File: src/rtl/t1fm_pkg.sv
package t1fm_pkg;
  localparam int unsigned ST_W    = 4;
  localparam int unsigned ST_MFB  = 0;
  localparam int unsigned ST_FERR = 1;
  localparam int unsigned ST_SEV  = 2;
  localparam int unsigned ST_CRC  = 3;
  localparam int unsigned ADDR_STATUS = 0;
  localparam int unsigned ADDR_MASK   = 1;
endpackage

File: src/rtl/t1fm_fbit_check.sv
module t1fm_fbit_check #(
  parameter int unsigned FN_W    = 5,
  parameter int unsigned SF_WIN  = 6,
  parameter int unsigned SEV_THR = 2
) (
  input  logic            clk,
  input  logic            rst_n,
  input  logic            bit_vld,
  input  logic            bit_data,
  input  logic            fbit_stb,
  input  logic [FN_W-1:0] fnum,
  input  logic            fmt_esf,
  input  logic            in_sync,
  output logic            mfb_ev,
  output logic            ferr_ev,
  output logic            sev_ev
);
  localparam int unsigned CNT_W = $clog2(SEV_THR + 1);

  function automatic logic sf_expect(input logic [FN_W-1:0] fn);
    return (fn[1:0] == 2'b01);
  endfunction

  function automatic logic esf_expect(input logic [FN_W-1:0] fn);
    logic [FN_W-3:0] idx;
    idx = fn[FN_W-1:2];
    return (idx == (FN_W-2)'(3)) || (idx == (FN_W-2)'(5)) || (idx == (FN_W-2)'(6));
  endfunction

  logic [CNT_W-1:0] cnt_q, cnt_d, cnt_base;
  logic             cnt_en;
  logic             fpos, chk_pos, exp_bit, win_start, err;

  always_comb begin
    fpos = bit_vld & fbit_stb & in_sync;
    if (fmt_esf) begin
      chk_pos   = (fnum[1:0] == 2'b00) && (fnum != '0);
      exp_bit   = esf_expect(fnum);
      win_start = (fnum == FN_W'(1));
    end else begin
      chk_pos   = fnum[0];
      exp_bit   = sf_expect(fnum);
      win_start = ((fnum % FN_W'(SF_WIN)) == FN_W'(1));
    end
    err      = fpos & chk_pos & (bit_data != exp_bit);
    cnt_base = (fpos & win_start) ? '0 : cnt_q;
    ferr_ev  = err;
    sev_ev   = err & (cnt_base >= CNT_W'(SEV_THR - 1));
    mfb_ev   = fpos & (fnum == FN_W'(1));
  end

  always_comb begin
    cnt_en = ~in_sync | fpos;
    cnt_d  = cnt_q;
    if (!in_sync) begin
      cnt_d = '0;
    end else if (fpos) begin
      cnt_d = cnt_base;
      if (err && (cnt_base != CNT_W'(SEV_THR)))
        cnt_d = cnt_base + CNT_W'(1);
    end
  end

  always_ff @(posedge clk or negedge rst_n) begin
    if (!rst_n)      cnt_q <= '0;
    else if (cnt_en) cnt_q <= cnt_d;
  end
endmodule

File: src/rtl/t1fm_crc6.sv
module t1fm_crc6 #(
  parameter int unsigned FN_W     = 5,
  parameter int unsigned CRC_W    = 6,
  parameter logic [CRC_W-1:0] CRC_POLY = 6'b000011,
  parameter int unsigned LAST_C   = 22
) (
  input  logic            clk,
  input  logic            rst_n,
  input  logic            bit_vld,
  input  logic            bit_data,
  input  logic            fbit_stb,
  input  logic [FN_W-1:0] fnum,
  input  logic            fmt_esf,
  input  logic            in_sync,
  output logic            crc_ev
);
  function automatic logic [CRC_W-1:0] crc_step(input logic [CRC_W-1:0] s, input logic d);
    logic fb;
    fb = s[CRC_W-1] ^ d;
    return {s[CRC_W-2:0], 1'b0} ^ (fb ? CRC_POLY : '0);
  endfunction

  logic [CRC_W-1:0] lfsr_q, lfsr_d, ref_q, rx_q, rx_word;
  logic             run_q, run_d, refv_q, refv_d;
  logic             active, bvld, fpos, mf_start, din, cpos;
  logic             lfsr_en, ref_en, rx_en;

  always_comb begin
    active   = in_sync & fmt_esf;
    bvld     = bit_vld & active;
    fpos     = bvld & fbit_stb;
    mf_start = fpos & (fnum == FN_W'(1));
    din      = fbit_stb | bit_data;
    cpos     = fpos & (fnum[1:0] == 2'b10);
    rx_word  = {rx_q[CRC_W-2:0], bit_data};
    crc_ev   = cpos & (fnum == FN_W'(LAST_C)) & refv_q & (rx_word != ref_q);
  end

  always_comb begin
    lfsr_en = ~active | bvld;
    lfsr_d  = lfsr_q;
    run_d   = run_q;
    refv_d  = refv_q;
    ref_en  = 1'b0;
    rx_en   = cpos;
    if (!active) begin
      lfsr_d = '0;
      run_d  = 1'b0;
      refv_d = 1'b0;
    end else if (mf_start) begin
      lfsr_d = crc_step('0, din);
      run_d  = 1'b1;
      ref_en = run_q;
      if (run_q) refv_d = 1'b1;
    end else if (bvld) begin
      lfsr_d = crc_step(lfsr_q, din);
    end
  end

  always_ff @(posedge clk or negedge rst_n) begin
    if (!rst_n) begin
      lfsr_q <= '0;
      run_q  <= 1'b0;
      refv_q <= 1'b0;
    end else begin
      if (lfsr_en) lfsr_q <= lfsr_d;
      run_q  <= run_d;
      refv_q <= refv_d;
    end
  end

  always_ff @(posedge clk or negedge rst_n) begin
    if (!rst_n) begin
      ref_q <= '0;
      rx_q  <= '0;
    end else begin
      if (ref_en) ref_q <= lfsr_q;
      if (rx_en)  rx_q  <= rx_word;
    end
  end
endmodule

File: src/rtl/t1fm_status_regs.sv
module t1fm_status_regs
  import t1fm_pkg::*;
#(
  parameter int unsigned ADDR_W = 2,
  parameter int unsigned DATA_W = 8
) (
  input  logic              clk,
  input  logic              rst_n,
  input  logic [ST_W-1:0]   ev,
  input  logic              reg_wr,
  input  logic [ADDR_W-1:0] reg_addr,
  input  logic [DATA_W-1:0] reg_wdata,
  output logic [DATA_W-1:0] reg_rdata,
  output logic [ST_W-1:0]   status_q,
  output logic              irq
);
  logic            wr_st, wr_mk;
  logic [ST_W-1:0] clr, st_d, st_en, mask_q;

  always_comb begin
    wr_st = reg_wr & (reg_addr == ADDR_W'(ADDR_STATUS));
    wr_mk = reg_wr & (reg_addr == ADDR_W'(ADDR_MASK));
    clr   = wr_st ? reg_wdata[ST_W-1:0] : '0;
    st_d  = ev | (status_q & ~clr);
    st_en = ev | clr;
  end

  for (genvar i = 0; i < ST_W; i++) begin : g_st
    logic bit_q;
    always_ff @(posedge clk or negedge rst_n) begin
      if (!rst_n)        bit_q <= 1'b0;
      else if (st_en[i]) bit_q <= st_d[i];
    end
    assign status_q[i] = bit_q;
  end

  always_ff @(posedge clk or negedge rst_n) begin
    if (!rst_n)     mask_q <= '0;
    else if (wr_mk) mask_q <= reg_wdata[ST_W-1:0];
  end

  always_comb begin
    reg_rdata = '0;
    if (reg_addr == ADDR_W'(ADDR_STATUS))
      reg_rdata = {{(DATA_W-ST_W){1'b0}}, status_q};
    else if (reg_addr == ADDR_W'(ADDR_MASK))
      reg_rdata = {{(DATA_W-ST_W){1'b0}}, mask_q};
    irq = |(status_q & mask_q);
  end
endmodule

File: src/rtl/t1fm_monitor.sv
module t1fm_monitor
  import t1fm_pkg::*;
#(
  parameter int unsigned FN_W    = 5,
  parameter int unsigned ADDR_W  = 2,
  parameter int unsigned DATA_W  = 8,
  parameter int unsigned SF_WIN  = 6,
  parameter int unsigned SEV_THR = 2,
  parameter int unsigned ESF_LEN = 24
) (
  input  logic              clk,
  input  logic              rst_n,
  input  logic              bit_vld,
  input  logic              bit_data,
  input  logic              fbit_stb,
  input  logic [FN_W-1:0]   frame_num,
  input  logic              fmt_esf,
  input  logic              in_sync,
  input  logic              reg_wr,
  input  logic [ADDR_W-1:0] reg_addr,
  input  logic [DATA_W-1:0] reg_wdata,
  output logic [DATA_W-1:0] reg_rdata,
  output logic              irq
);
  localparam int unsigned LAST_C = ESF_LEN - 2;

  logic [ST_W-1:0] ev, status_q;
  logic            mfb_ev, ferr_ev, sev_ev, crc_ev;

  t1fm_fbit_check #(.FN_W(FN_W), .SF_WIN(SF_WIN), .SEV_THR(SEV_THR)) u_fbit (
    .clk, .rst_n, .bit_vld, .bit_data, .fbit_stb, .fnum(frame_num),
    .fmt_esf, .in_sync, .mfb_ev, .ferr_ev, .sev_ev
  );

  t1fm_crc6 #(.FN_W(FN_W), .LAST_C(LAST_C)) u_crc (
    .clk, .rst_n, .bit_vld, .bit_data, .fbit_stb, .fnum(frame_num),
    .fmt_esf, .in_sync, .crc_ev
  );

  always_comb begin
    ev          = '0;
    ev[ST_MFB]  = mfb_ev;
    ev[ST_FERR] = ferr_ev;
    ev[ST_SEV]  = sev_ev;
    ev[ST_CRC]  = crc_ev;
  end

  t1fm_status_regs #(.ADDR_W(ADDR_W), .DATA_W(DATA_W)) u_regs (
    .clk, .rst_n, .ev, .reg_wr, .reg_addr, .reg_wdata,
    .reg_rdata, .status_q, .irq
  );
endmodule

File: config.mk
export PLATFORM = sky130hd
export DESIGN_NAME = t1fm_monitor
export DESIGN_NICKNAME = d
export VERILOG_FILES = /design/src/rtl/t1fm_pkg.sv /design/src/rtl/t1fm_fbit_check.sv /design/src/rtl/t1fm_crc6.sv /design/src/rtl/t1fm_status_regs.sv /design/src/rtl/t1fm_monitor.sv
export SDC_FILE = /design/constraint.sdc
export NUM_CORES = 1
export LEC_CHECK = 0
export ABC_AREA = 1
export ABC_CLOCK_PERIOD_IN_PS = 1900
export BUFFER_PORTS_ARGS = -buffer_cell sky130_fd_sc_hd__buf_2
export CORE_UTILIZATION = 35
export DETAILED_ROUTE_END_ITERATION = 7
export PLACE_DENSITY = 0.66
export SLEW_MARGIN = 20
export SYNTH_ARGS = -nofsm -noshare
export SYNTH_HDL_FRONTEND = slang
export SYNTH_HIERARCHICAL = 1
export SYNTH_SLANG_ARGS = --single-unit
File: constraint.sdc
create_clock -name clk -period 1.9 [get_ports clk]
set_input_delay 0.19 -clock clk [delete_from_list [all_inputs] [get_ports clk]]
set_output_delay 0.19 -clock clk [all_outputs]
set_load 0.05 [all_outputs]
# Word-level counts from Yosys, hierarchy flattened
# Cells that the tools add are included.
[word_totals]
reg_bits = 29
latch_bits = 0
mem_bits_rw = 0
rom_bits = 0
in_bits = 23
output_inout_bits = 9
memories = 0
[classes]
n_addsub = 1
n_mul = 0
div_mod_pow = 1
order_cmp = 1
n_eq_ne = 16
shifts = 0
muxes = 22
bitwise = 29
reduce_logical = 11
[ops]
columns = ["operator", "n"]
rows = [
  ["$mux W6", 3],
  ["$and A1 B1 Y1", 17],
  ["$mux W2", 6],
  ["$mux W4", 3],
  ["$eq A5 B1 Y1 const B", 2],
  ["$mux W1", 10],
  ["$and A4 B4 Y4", 2],
  ["$or A4 B4 Y4", 2],
  ["$eq A3 B3 Y1 const B", 2],
  ["$ne A6 B6 Y1", 1],
  ["$reduce_and A2 Y1", 3],
  ["$xor A6 B6 Y6", 1],
  ["$eq A5 B5 Y1 const B", 1],
  ["$mod A5 B3 Y5 const B", 1],
  ["$reduce_bool A5 Y1", 1],
  ["$eq A2 B1 Y1 const B", 2],
  ["$logic_not A2 Y1", 2],
  ["$ne A2 B1 Y1 const B", 2],
  ["$ne A2 B2 Y1 const B", 2],
  ["$not A4 Y4", 1],
  ["$reduce_or A4 Y1", 1],
  ["$eq A3 B2 Y1 const B", 1],
  ["$ne A3 B3 Y1 const B", 1],
  ["$or A1 B1 Y1", 3],
  ["other kinds (8)", 11],
]

# Longest topological paths before layout
[depth]
depth_word = 10
mapped_depth = 27
depth_no_buf = 27

# By module
# Netlist, hierarchy kept.
[by_module_without_submodules]
columns = ["mod", "instances", "cells_per_inst", "area_each_um2"]
rows = [
  ["t1fm_crc6", 1, 112, 917.1],
  ["t1fm_fbit_check", 1, 94, 559.3],
  ["t1fm_status_regs", 1, 70, 490.5],
]

# Least setup slack after synthesis
# OpenSTA, ideal clock, no wires.
[synth_path]
kind = "in2reg"
from = "input frame_num[3]"
to = "register u_fbit.cnt_q[0]"
setup_ns = 0.116
arrival_ns = 2.562
path_slack_ns = -0.778
cell_stages = 25
path_buffers = 0
path_cell_list = "ha_1 > inv_1 > nand2_2 > nand2_1 > nand2_1 > inv_1 > ha_1 > nor2_1 > inv_1 > nand2_1 > nor2_2 > ha_1 > inv_1 > nand2_1 > nor2_1 > nand2_1 > nand2_1 > nand2_2 > nand3_2 > inv_1 > ha_1 > nor2_1 > nand4_1 > nand2_1 > nor2_1"
[synth_via]
elab_chain_len = 10
word_cells_on_any_way = 24
classes_between = "1 x add/sub; 1 x div; 7 x eq/ne; 7 x mux; 3 x bitwise; 5 x reduce/logical"
[synth_rtl]
columns = ["element", "line", "source"]
rows = [
  ["start, declared", "t1fm_monitor.sv:16", "input logic [FN_W-1:0] frame_num,"],
  ["parallel branches: the longest is 7 deep, another holds $mod A5 B3 Y5", "n/a", ""],
  ["$mux W2 *", "t1fm_fbit_check.sv:59", "if (err && (cnt_base != CNT_W'(SEV_THR)))"],
  ["$mux W2 *", "t1fm_fbit_check.sv:57", "end else if (fpos) begin"],
  ["$mux W2 *", "t1fm_fbit_check.sv:55", "if (!in_sync) begin"],
  ["end signal, assigned", "t1fm_fbit_check.sv:66", "else if (cnt_en) cnt_q <= cnt_d;"],
  ["end, declared", "t1fm_fbit_check.sv:30", "logic [CNT_W-1:0] cnt_q, cnt_d, cnt_base;"],
]
# Mark *: on every way between the ends. The select of a mux whose other input is x is not followed.
# A chain may end at the register's enable or synchronous reset.

# Worst setup path after layout
[layout_path]
from = "input frame_num[2]"
to = "register u_regs.g_st[2].bit_q"
[layout_via]
elab_chain_len = 8
word_cells_on_any_way = 22
classes_between = "1 x div; 1 x order compare; 6 x eq/ne; 4 x mux; 6 x bitwise; 4 x reduce/logical"
[layout_rtl]
columns = ["element", "line", "source"]
rows = [
  ["$mod A5 B3 Y5, or another cell as far along", "t1fm_fbit_check.sv:43", "win_start = ((fnum % FN_W'(SF_WIN)) == FN_W'(1));"],
  ["$eq A5 B1 Y1 / $logic_or A1 B1 Y1 (equally long branches)", "t1fm_fbit_check.sv:43, t1fm_fbit_check.sv:27", ""],
  ["$mux W1 / $logic_or A1 B1 Y1 (equally long branches)", "t1fm_fbit_check.sv:36, t1fm_fbit_check.sv:27", ""],
  ["$and A1 B1 Y1 / $mux W1 (equally long branches)", "t1fm_fbit_check.sv:46, t1fm_fbit_check.sv:36", ""],
  ["$mux W2 / $ne A1 B1 Y1 (equally long branches)", "t1fm_fbit_check.sv:46, t1fm_fbit_check.sv:45", ""],
  ["$ge A2 B1 Y1 / $and A1 B1 Y1 (equally long branches)", "t1fm_fbit_check.sv:48, t1fm_fbit_check.sv:45", ""],
  ["$and A1 B1 Y1 *", "t1fm_fbit_check.sv:48", "sev_ev = err & (cnt_base >= CNT_W'(SEV_THR - 1));"],
  ["via sev_ev", "t1fm_monitor.sv:28", "logic mfb_ev, ferr_ev, sev_ev, crc_ev;"],
  ["$or A4 B4 Y4, on equally long branches", "t1fm_status_regs.sv:24, t1fm_status_regs.sv:25", ""],
  ["end signal, assigned", "t1fm_status_regs.sv:32", "else if (st_en[i]) bit_q <= st_d[i];"],
  ["end, declared", "t1fm_status_regs.sv:29", "logic bit_q;"],
]
# The timed path passes the listed nets; every way through them passes the cells marked *.

==> report_table.html <==
<table>
<tr><th>Metric</th><th>Value</th></tr>
<tr><th colspan="2">Run status</th></tr>
<tr><td>Run status</td><td>finished with violations</td></tr>
<tr><td>Violated checks</td><td>negative setup slack</td></tr>
<tr><th colspan="2">Floorplan</th></tr>
<tr><td>Initial cell density of the core</td><td>37.2%</td></tr>
<tr><td>I/O pin count</td><td>32</td></tr>
<tr><td>DIE WIDTH</td><td>76.4 µm</td></tr>
<tr><td>Floorplan core area</td><td>5200 µm²</td></tr>
<tr><td>Die Footprint</td><td>5840 µm²</td></tr>
<tr><td>Std-Cell Rows</td><td>26</td></tr>
<tr><td>Chip Height</td><td>76.4 µm</td></tr>
<tr><th colspan="2">Worst setup path</th></tr>
<tr><td>Capturing element type of the critical path</td><td>register</td></tr>
<tr><td>Cell with the biggest individual delay on the critical path</td><td>ha_4</td></tr>
<tr><td>CP Depth</td><td>26</td></tr>
<tr><td>Maximum net fanout on the critical path</td><td>3</td></tr>
<tr><td>Critical path buffer and inverter count</td><td>7</td></tr>
<tr><td>Worst reg-to-reg path cell count</td><td>7</td></tr>
<tr><td>Worst Setup EP</td><td>u_regs/g_st[2].bit_q</td></tr>
<tr><td>Crit Path Category</td><td>in -&gt; reg</td></tr>
<tr><td>Data required time at the worst endpoint</td><td>2120 ps</td></tr>
<tr><td>Capturing point of the worst reg2reg path</td><td>u_regs/g_st[2].bit_q</td></tr>
<tr><td>CP delay by family, top</td><td>simple AND/OR/NAND/NOR gates</td></tr>
<tr><td>Worst reg2reg startpoint</td><td>u_fbit/cnt_q[1]</td></tr>
<tr><td>Worst Path Arrival</td><td>2520 ps</td></tr>
<tr><td>Launching instance or port of the critical path</td><td>frame_num[2]</td></tr>
<tr><td>Register-to-register setup slack</td><td>790 ps</td></tr>
<tr><td>Longest individual stage delay on the worst path</td><td>250 ps</td></tr>
<tr><td>Launching element type of the critical path</td><td>input pin</td></tr>
<tr><th colspan="2">Routing</th></tr>
<tr><td>Vias after detailed routing</td><td>1793</td></tr>
<tr><td>Number of iterations in the first detailed-routing pass</td><td>4</td></tr>
<tr><td>Vias per cell</td><td>4.54</td></tr>
<tr><td>Number of DRC violations after detailed-routing iteration 0</td><td>34</td></tr>
<tr><td>Drt total wl</td><td>4220 µm</td></tr>
<tr><td>Antenna viol nets, final</td><td>0</td></tr>
<tr><td>DR WL/cell</td><td>10.7 µm</td></tr>
<tr><td>DRC violations left</td><td>0</td></tr>
<tr><th colspan="2">Clock network</th></tr>
<tr><td>TritonCTS clock tree</td><td>built</td></tr>
<tr><td>Clock tree sinks</td><td>29</td></tr>
<tr><td>Maximum clock path buffer count</td><td>2</td></tr>
<tr><td>Clock latency reported for the late side of the worst-skew pair</td><td>280 ps</td></tr>
<tr><td>Clock tree root buffer cell</td><td>clkbuf_8</td></tr>
<tr><td>Clk slew on worst S/H paths</td><td>60 ps</td></tr>
<tr><td>Total number of H-tree levels</td><td>2</td></tr>
<tr><td>Inserted Clock Buffers</td><td>5</td></tr>
<tr><th colspan="2">Placed design</th></tr>
<tr><td>Worst slack at placement</td><td>-878 ps</td></tr>
<tr><td>Port Buffers</td><td>23</td></tr>
<tr><td>Final weighted congestion of routability-driven global placement</td><td>0.794</td></tr>
<tr><td>Number of placed instances with taps included</td><td>384</td></tr>
<tr><td>Detailed-placement wirelength estimate</td><td>3160 µm</td></tr>
<tr><th colspan="2">Power</th></tr>
<tr><td>Proportion of power drawn by flip-flops and latches</td><td>42.8%</td></tr>
<tr><td>Leak</td><td>1.36 nW</td></tr>
<tr><td>Power dissipated by switching net loads</td><td>0.512 mW</td></tr>
<tr><td>Share of power burned in the clock network</td><td>30.5%</td></tr>
<tr><td>Maximum VDD drop</td><td>0.000403 V</td></tr>
<tr><td>Relative contribution of combinational cells to total power</td><td>26.6%</td></tr>
<tr><td>Switching part of the total</td><td>31.3%</td></tr>
<tr><td>Power density of the placed cells</td><td>633 nW/µm²</td></tr>
<tr><td>Cell-internal power</td><td>1.12 mW</td></tr>
<tr><th colspan="2">STA</th></tr>
<tr><td>Final Hold Slack</td><td>127 ps</td></tr>
<tr><td>Final number of setup-violating endpoints</td><td>3</td></tr>
<tr><td>Final Worst Setup Slack</td><td>-401 ps</td></tr>
<tr><td>Transition time at the pin with the least slew margin</td><td>634 ps</td></tr>
<tr><td>Count of endpoints failing hold in the final timing report</td><td>0</td></tr>
<tr><td>Count of final max-slew check failures</td><td>0</td></tr>
<tr><td>Maximum frequency from static timing analysis</td><td>0.435 GHz</td></tr>
<tr><td>Fin Clk Skew</td><td>5.24 ps</td></tr>
<tr><td>Final setup TNS</td><td>-1190 ps</td></tr>
<tr><td>Period minus WS final</td><td>2300 ps</td></tr>
<tr><td>Final worst-path cycle share</td><td>121%</td></tr>
<tr><td>Tightest slew margin relative to the limit</td><td>57.7%</td></tr>
<tr><td>Setup repair after global routing missed its margin</td><td>true</td></tr>
<tr><th colspan="2">Synth</th></tr>
<tr><td>Avg Inst Size Synth</td><td>7.12 µm²</td></tr>
<tr><td>Post-Syn Area</td><td>1940 µm²</td></tr>
<tr><td>Synth warnings</td><td>6</td></tr>
<tr><td>Count of mapped cells out of synthesis</td><td>272</td></tr>
<tr><th colspan="2">Global route</th></tr>
<tr><td>Antenna violations before repair</td><td>0</td></tr>
<tr><td>Wire length of the first global-routing pass</td><td>7410 µm</td></tr>
<tr><td>Maximum number of pins on one net before global-route repair</td><td>30</td></tr>
<tr><td>GR Overflow Total</td><td>0</td></tr>
<tr><td>Vias in the first global route</td><td>1809</td></tr>
<tr><td>Total Routing Usage GR</td><td>15.9%</td></tr>
<tr><th colspan="2">Final layout</th></tr>
<tr><td>Diode count</td><td>0</td></tr>
<tr><td>Post-route insts no fill</td><td>395</td></tr>
<tr><td>Layout cells sized above 1</td><td>32.6%</td></tr>
<tr><td>Filler instances</td><td>546</td></tr>
<tr><td>Layout Area Growth over Synthesis</td><td>33.5%</td></tr>
<tr><td>Final #Nets</td><td>353</td></tr>
<tr><th colspan="2">Job</th></tr>
<tr><td>Max-Cap Viols</td><td>0</td></tr>
<tr><th colspan="2">Min path</th></tr>
<tr><td>Path class of the lowest-slack min-delay path</td><td>in -&gt; reg</td></tr>
</table>
-- layout by cell type (no fill, tap or decap), types with 3 or more instances in the layout --
cell	count
buf_2	21
nor2_2	5
ha_4	4
nand3_2	3
inv_1	29
xnor2_1	4
a21oi_1	3
conb_1	4
o21ai_0	8
inv_2	5
buf_4	22
clkbuf_8	6
nand2_2	10
nand4_1	4
nand2_1	96
dfrtp_1	29
nand3_1	19
nor2_4	12
nand2_4	6
nor2_1	13
-- flip-flops by register name, indices dropped and copies added, names as in the netlist --
register and count:
u_crc/run_q 1, u_regs/mask_q 4, u_crc/refv_q 1, u_crc/ref_q 6, u_regs/g_st.bit_q 4, u_crc/lfsr_q 6
u_crc/rx_q 5, u_fbit/cnt_q 2
-- area by class of cell --
class,instances,area (µm²),area share [%]
timing repair buffer,47,332,12.8
tap,70,87.6,3.39
inverter,36,140,5.42
multi-input combinational,206,1210,47.0
clock buffer,7,86.3,3.34
sequential,29,726,28.1
-- what timing repair did --
action | CTS | global route
gates resized for setup | 13 | 16
pin swaps | 2 | 7
hold buffers | 1 | 0
endpoints found under the setup margin | 3 | 3
endpoints found under the hold margin | 29 | 0
buffers inserted | 1 | 2
-- how the worst min path moves through the flow --
stage / endpoint / startpoint / depth (start not counted)
6_report: u_regs/mask_q[0] / reg_wdata[0] / 3
5_1_grt: u_regs/mask_q[1] / reg_wdata[1] / 3
4_1_cts: u_regs/mask_q[0] / reg_wdata[0] / 3
3_5_place_dp: u_crc/lfsr_q[2] / rst_n / 1
3_3_place_gp: u_crc/lfsr_q[3] / rst_n / 1
2_1_floorplan: u_crc/lfsr_q[0] / rst_n / 0
-- power groups by stage --
| stage | sequential, mW | combinational, mW | clock, mW |
|---|---|---|---|
| floorplan | 0.701 | 0.277 | 0 |
| global placement | 0.708 | 0.389 | 0 |
| detailed placement | 0.709 | 0.398 | 0 |
| CTS | 0.700 | 0.412 | 0.516 |
| global route | 0.706 | 0.488 | 0.541 |
| finish | 0.700 | 0.435 | 0.499 |
-- per-stage QoR --
stage	util [%]	total power, mW	instance area (µm²)
floorplan	-	0.978	2020
global placement	45.1	1.10	2350
detailed placement	45.1	1.11	2350
CTS	47.9	1.63	2490
global route	49.7	1.73	2580
finish	49.7	1.64	2580
-- worst register-to-register path: stages, from the launching register on --
cell,delay (ps)
dfrtp_1,350
nand3_2,90
buf_4,140
buf_4,130
ha_2,160
nor2_1,80
inv_1,40
nand2_1,50
-- per-layer routing --
layer	global-route usage (%)	vias to the layer above	wire length, µm
met4	5.77	0	65
li1	-	947	-
met5	0	-	0
met3	3.59	8	123
met1	18.1	811	1950
met2	28.6	27	2080
No activity file was read; power rests on OpenSTA's default activity.
